===== src/rtl/sort8_pkg.sv =====
package sort8_pkg;

  localparam int LANES  = 8;
  localparam int LAYERS = 6;

  // Lane paired with `lane` in comparator layer `layer`; a lane paired
  // with itself passes straight through that layer.
  function automatic int mate(input int layer, input int lane);
    int m;
    m = lane;
    case (layer)
      0: m = lane ^ 1;
      1: m = lane ^ 2;
      2: case (lane)
           1: m = 2;
           2: m = 1;
           5: m = 6;
           6: m = 5;
           default: m = lane;
         endcase
      3: m = lane ^ 4;
      4: case (lane)
           2: m = 4;
           4: m = 2;
           3: m = 5;
           5: m = 3;
           default: m = lane;
         endcase
      default: case (lane)
           1: m = 2;
           2: m = 1;
           3: m = 4;
           4: m = 3;
           5: m = 6;
           6: m = 5;
           default: m = lane;
         endcase
    endcase
    return m;
  endfunction

endpackage


===== src/rtl/sort8_cas.sv =====
module sort8_cas #(
  parameter int KEY_W = 32
) (
  input  logic [KEY_W-1:0] a_i,
  input  logic [KEY_W-1:0] b_i,
  output logic [KEY_W-1:0] lo_o,
  output logic [KEY_W-1:0] hi_o
);

  logic swap;

  // Strict comparison: equal keys are left where they are.
  assign swap = (a_i > b_i);
  assign lo_o = swap ? b_i : a_i;
  assign hi_o = swap ? a_i : b_i;

endmodule


===== src/rtl/sort8_layer.sv =====
module sort8_layer
  import sort8_pkg::*;
#(
  parameter int KEY_W = 32,
  parameter int LAYER = 0
) (
  input  logic                        clk,
  input  logic                        rst,
  input  logic                        v_i,
  input  logic [LANES-1:0][KEY_W-1:0] d_i,
  output logic                        v_o,
  output logic [LANES-1:0][KEY_W-1:0] q_o
);

  logic [KEY_W-1:0] nxt [LANES];

  for (genvar i = 0; i < LANES; i++) begin : g_lane
    localparam int P = mate(LAYER, i);
    if (P > i) begin : g_cas
      sort8_cas #(.KEY_W(KEY_W)) u_cas (
        .a_i  (d_i[i]),
        .b_i  (d_i[P]),
        .lo_o (nxt[i]),
        .hi_o (nxt[P])
      );
    end else if (P == i) begin : g_pass
      assign nxt[i] = d_i[i];
    end
  end

  always_ff @(posedge clk) begin
    if (rst) v_o <= 1'b0;
    else     v_o <= v_i;
  end

  always_ff @(posedge clk) begin
    for (int k = 0; k < LANES; k++) q_o[k] <= nxt[k];
  end

endmodule


===== src/rtl/sort8_pipe.sv =====
module sort8_pipe
  import sort8_pkg::*;
#(
  parameter int KEY_W = 32,
  localparam int BUS_W = LANES * KEY_W
) (
  input  logic             clk,
  input  logic             rst,
  input  logic             in_valid,
  input  logic [BUS_W-1:0] in_keys,
  output logic             out_valid,
  output logic [BUS_W-1:0] out_keys
);

  logic [LANES-1:0][KEY_W-1:0] stg_d [LAYERS+1];
  logic                        stg_v [LAYERS+1];

  assign stg_v[0] = in_valid;

  for (genvar i = 0; i < LANES; i++) begin : g_io
    assign stg_d[0][i]              = in_keys[i*KEY_W +: KEY_W];
    assign out_keys[i*KEY_W +: KEY_W] = stg_d[LAYERS][i];
  end

  for (genvar s = 0; s < LAYERS; s++) begin : g_stage
    sort8_layer #(.KEY_W(KEY_W), .LAYER(s)) u_layer (
      .clk (clk),
      .rst (rst),
      .v_i (stg_v[s]),
      .d_i (stg_d[s]),
      .v_o (stg_v[s+1]),
      .q_o (stg_d[s+1])
    );
  end

  assign out_valid = stg_v[LAYERS];

endmodule


===== config.mk =====
export PLATFORM = sky130hd
export DESIGN_NAME = sort8_pipe
export DESIGN_NICKNAME = d
export VERILOG_FILES = /design/src/rtl/sort8_pkg.sv /design/src/rtl/sort8_cas.sv /design/src/rtl/sort8_layer.sv /design/src/rtl/sort8_pipe.sv
export SDC_FILE = /design/constraint.sdc
export NUM_CORES = 2
export LEC_CHECK = 0
export ABC_AREA = 1
export BUFFER_PORTS_ARGS = -buffer_cell sky130_fd_sc_hd__buf_2
export CAP_MARGIN = 20
export CORE_ASPECT_RATIO = 1.75
export CORE_MARGIN = 3
export CORE_UTILIZATION = 60
export CTS_BUF_LIST = sky130_fd_sc_hd__clkbuf_16
export DETAILED_ROUTE_END_ITERATION = 6
export GPL_ROUTABILITY_DRIVEN = 0
export PLACE_DENSITY = 0.79
export SYNTH_ARGS = -nofsm -noshare
export SYNTH_HDL_FRONTEND = slang
export SYNTH_HIERARCHICAL = 1
export SYNTH_SLANG_ARGS = --single-unit

===== constraint.sdc =====
create_clock -name clk -period 2 [get_ports clk]
set_clock_uncertainty 0.05 [all_clocks]
set_input_delay 0.3 -clock clk [delete_from_list [all_inputs] [get_ports clk]]
set_output_delay 0.3 -clock clk [all_outputs]
set_load 0.1 [all_outputs]

==> results of run 1 <==
==> stage by stage <==
stage                     setup WS [ps]  cells
after floorplan                     262   8280
after global placement             -434  11200
after detailed placement           -491  11200
after CTS                          -273  11800
==> synthesized netlist by cell type, drive strengths merged <==
cell type,number
dfxtp,1542
clkbuf,72
inv,728
nor2,215
a21oi,266
o21a,38
a21o,19
nand3,1235
buf,308
ha,608
nand4,38
nand2,3154
clkinv,19
o21ai,38
==> cell families after synthesis <==
kind of cell	Yosys count	share of synthesized area, %
adder cells (fa/ha/maj)	608	10.9
AO/OA/AOI/OAI	361	2.78
buffers and inverters	1127	10.5
AND/OR/NAND/NOR	4642	31.8
flip-flops	1542	44.1
==> metal layers <==
metal  track usage, %  overflow
met3             57.0        12
met5             31.0         1
met1             67.7        11
met4             75.7       264
met2             87.8       371
==> timing repair <==
action	CTS
setup endpoints to repair	963
pin swaps	150
resized for setup	725
buffers inserted	66
hold buffers	259
endpoints found under the hold margin	262
cloned	47
==> run_results.csv, run 1 <==
group,metric,value,unit
run_status,status,"aborted with a tool error",
run_status,lastStage,"5_1_grt",
run_status,firstError,"[ERROR GRT-0232] Routing congestion too high. Check the congestion heatmap in the GUI.",
clocking,cts_sinks,1542,
logic_synthesis,synth-seq-area-share,44.1,%
logic_synthesis,syn_avg_cell_area,8.46,sq um
global_route,grt.overflow.total,659,
global_route,grt_max_degree,65,
clocking,clock_path_buffers,3,
placement,portBuffers,515,
floorplanning,design.portCount,516,
clocking,cts_buffers,133,
logic_synthesis,ys_types,26,
logic_synthesis,ys_ff_latch,1542,
logic_synthesis,yosys_warnings,6,
floorplanning,start_util,60.5,%
floorplanning,die_h,458,microns
logic_synthesis,yosysTopAreaCell,"dfxtp_1",
floorplanning,rows,165,
global_route,track_usage,71.2,%
placement,dp_hpwl,168,mm
clocking,clock-root-buffer,"clkbuf_16",
logic_synthesis,syn-cell-area,70100,sq um
logic_synthesis,synth_top_area_share,44.1,%
logic_synthesis,yosys-top-cells-area,"dfxtp_1 (44%), nand2_1 (17%), ha_1 (11%)",
logic_synthesis,syn_nets,9147,
logic_synthesis,syn_inst,8280,
clocking,cts_htree_levels,4,
placement,dpl-instance-area,80800,sq um
floorplanning,die_x,264,microns
==> run 2: changes to the inputs <==
- CORE_ASPECT_RATIO: 1.75 -> default
- CORE_UTILIZATION: 60 -> 40
- CTS_BUF_LIST: sky130_fd_sc_hd__clkbuf_16 -> default
- PLACE_DENSITY: 0.79 -> default
- PLACE_DENSITY_LB_ADDON: default -> 0.15
==> run 2 against run 1 <==
The flow now finishes, with violations (setup timing). Synthesized cell count unchanged. Synthesized area unchanged.
==> run_results.csv, run 2 <==
group,metric,value,unit
run_status,status,"finished with violations",
run_status,failed_checks,"setup timing",
detailed_routing,vias,62100,
hold_path,hp-class,"in -> reg",
clocking,insertion_delay,820,ps
critical_path,crit_fanout,12,
clocking,cts_sinks,1542,
logic_synthesis,ys_ff_latch,1542,
cells_and_area,nets,11400,
floorplanning,start_util,40.5,%
detailed_routing,firstDrtPassIters,6,
logic_synthesis,synth_top_area_share,44.1,%
sta,hold_viol_final,0,
cells_and_area,final_common_cell,"nand2_1",
critical_path,r2r_start,"g_stage[2].u_layer/q_o[133]$_DFF_P_",
detailed_routing,vias_per_cell,4.80,
detailed_routing,detail_route.wl_per_cell,19.0,microns
sta,setup_violations,819,
hold_path,min_to,"g_stage[0].u_layer/q_o[176]$_DFF_P_",
pwr,leakage,51.4,nW
clocking,clock_path_buffers,3,
logic_synthesis,yosysTopAreaCell,"dfxtp_1",
cells_and_area,fin_area,101000,sq um
floorplanning,design.portCount,516,
logic_synthesis,yosys-top-cells-count,"nand2_1 (3,112), dfxtp_1 (1,542), inv_1 (726)",
sta,fin_tns_setup,-93180,ps
logic_synthesis,synthFlopType,"dfxtp_1",
logic_synthesis,synth-seq-area-share,44.1,%
logic_synthesis,async_flop_share,0,%
critical_path,path_cells,"inv_2 > ha_4 > nand2_4 > nor2_4 > nand4_1 > nor2_2 > nand2_4 > nand2_8 > clkbuf_16 > nand2_1 > nand2_1",
critical_path,r2r_cells,11,
cells_and_area,final_cell_mix,"nand2_1 (2,676), buf_4 (1,344), dfxtp_1 (1,207)",
sta,worstMarginPinSlew,585,ps
cells_and_area,regMostFlops,"g_stage.u_layer/q_o",
hold_path,min_from,"in_keys[176]",
sta,relSlewSlack,60.9,%
global_route,grt.overflow.total,0,
critical_path,r2r-end,"g_stage[3].u_layer/q_o[128]$_DFF_P_",
logic_synthesis,yosys_warnings,6,
global_route,grt_max_degree,65,
global_route,grt_pass1_wl,339,mm
critical_path,crit_required,2680,ps
critical_path,r2r_slack,-450,ps
placement,portBuffers,515,
placement,dp_hpwl,181,mm
critical_path,slowest_stage,"nand4_1",
floorplanning,core_area,173000,sq um
floorplanning,die-area,180000,sq um
global_route,antenna_found_initial,26,
global_route,track_usage,24.4,%
sta,holdWs,233,ps
critical_path,slowest_delay,470,ps
placement,pre_cts_ws,-588,ps
hold_path,min_path_cells,4,
clocking,cts_htree_levels,4,
logic_synthesis,synth_most_common_cell,"nand2_1",
floorplanning,die_h,425,microns
critical_path,crit_arrival,3130,ps
global_route,first_global_vias,58100,
critical_path,criticalPathCategory,"reg -> reg",
detailed_routing,drc,0,
cells_and_area,drive_above_1_share,40.7,%
sta,setup_ws,-450,ps
pwr,ir_worst_vdd,1.64,mV
logic_synthesis,syn_nets,9147,
logic_synthesis,yosys-top-cells-area,"dfxtp_1 (44%), nand2_1 (17%), ha_1 (11%)",
detailed_routing,ant_nets,0,
placement,dpl-instance-area,82700,sq um
sta,rsz0062_at_grt,"yes",
clocking,cts_tree,"built",
logic_synthesis,ys_types,26,
floorplanning,rows,152,
cells_and_area,syn2layout_area_growth,44.5,%
clocking,clock-root-buffer,"clkbuf_16",
clocking,cts_buffers,161,
sta,finalCritPeriodShare,122,%
sta,period_needed,2450,ps
logic_synthesis,syn-cell-area,70100,sq um
detailed_routing,drt_iter0_markers,3931,
critical_path,critPathCaptureType,"register",
job,maxCapViolations,0,
detailed_routing,drt-total-wl,246,mm
logic_synthesis,syn_inst,8280,
cells_and_area,largest_registers,"g_stage.u_layer/q_o: 1536 flops, g_stage.u_layer/v_o: 6 flops",
logic_synthesis,syn_avg_cell_area,8.46,sq um
floorplanning,die_x,425,microns
sta,fmax,0.408,GHz
clocking,path_clk_slew,60,ps
cells_and_area,largest_register_ffs,1536,
logic_synthesis,synth_edf_count,0,
pwr,power.density,1990,nW/um^2
sta,maxSlewViolCount,0,
critical_path,crit_path_start_kind,"register",
[run 2: cell counts after synthesis]
Identical to the previous run, type by type.
[run 2: critical path: cells and delay by family, from the launching register on]
family	cells	cell delay (ps)
simple gates	8	1470
flops	1	330
fa+ha+maj	1	270
buf+inv	2	240
[run 2: worst max-delay path by stage]
stage                                        start                                  end  slack, ps  depth (start not counted)
3_3_place_gp   g_stage[2].u_layer/q_o[139]$_DFF_P_   g_stage[3].u_layer/q_o[10]$_DFF_P_       -580                         14
3_5_place_dp   g_stage[2].u_layer/q_o[135]$_DFF_P_  g_stage[3].u_layer/q_o[132]$_DFF_P_       -590                         11
5_1_grt        g_stage[2].u_layer/q_o[135]$_DFF_P_  g_stage[3].u_layer/q_o[129]$_DFF_P_       -440                         11
2_1_floorplan  g_stage[0].u_layer/q_o[127]$_DFF_P_  g_stage[1].u_layer/q_o[108]$_DFF_P_        260                         11
4_1_cts        g_stage[2].u_layer/q_o[133]$_DFF_P_  g_stage[3].u_layer/q_o[155]$_DFF_P_       -350                         11
6_report       g_stage[2].u_layer/q_o[133]$_DFF_P_  g_stage[3].u_layer/q_o[128]$_DFF_P_       -450                         11
[run 2: what timing repair did]
item | 4_1_cts | 5_1_grt
resized for setup | 279 | 1445
buffers inserted | 38 | 103
setup endpoints to repair | 1005 | 1096
hold endpoints to repair | 262 | 0
hold buffers | 269 | 0
pin swaps | 80 | 342
gates cloned | 17 | 94
[run 2: metal layers]
| metal | routed length, microns | global-route usage [%] | vias to the layer above |
|---|---|---|---|
| met3 | 12100 | 3.13 | 598 |
| met1 | 107000 | 32.5 | 28900 |
| met5 | 55 | 0 | - |
| met4 | 14700 | 11.7 | 8 |
| met2 | 112000 | 39.1 | 1902 |
| li1 | - | - | 30800 |
[run 2: layout make-up]
class | count | area, sq um
Fill cell | 14700 | 71700
Inverter | 747 | 2810
Timing Repair Buffer | 2417 | 21000
Multi-Input combinational cell | 5619 | 37500
Sequential cell | 1542 | 31400
Clock inverter | 88 | 1070
Tap cell | 2310 | 2890
Clock buffer | 210 | 4580
Antenna cell | 13 | 32.5
[run 2: kinds of logic (layout without fill, tap and decap cells)]
kind of cell,Yosys count,in the layout,synth area share (%)
AOI/OAI and AO/OA,361,361,2.78
other,0,13,0
and+or+nand+nor,4642,4650,31.8
adders and majority gates,608,608,10.9
DFF,1542,1542,44.1
buffers and inverters,1127,3462,10.5
[run 2: power by group]
group | switching, mW | internal, mW
clock network | 13.0 | 18.3
logic | 70.5 | 45.5
registers | 9.41 | 44.4
[run 2: metrics by stage]
step	utilization (%)	cells	total power, mW
global route	58.5	12900	212
detailed placement	47.8	12100	144
floorplan	-	8280	113
finish	58.5	12900	201
global placement	47.8	12100	142
CTS	53.6	12700	179
No activity file was read; power rests on OpenSTA's default activity.
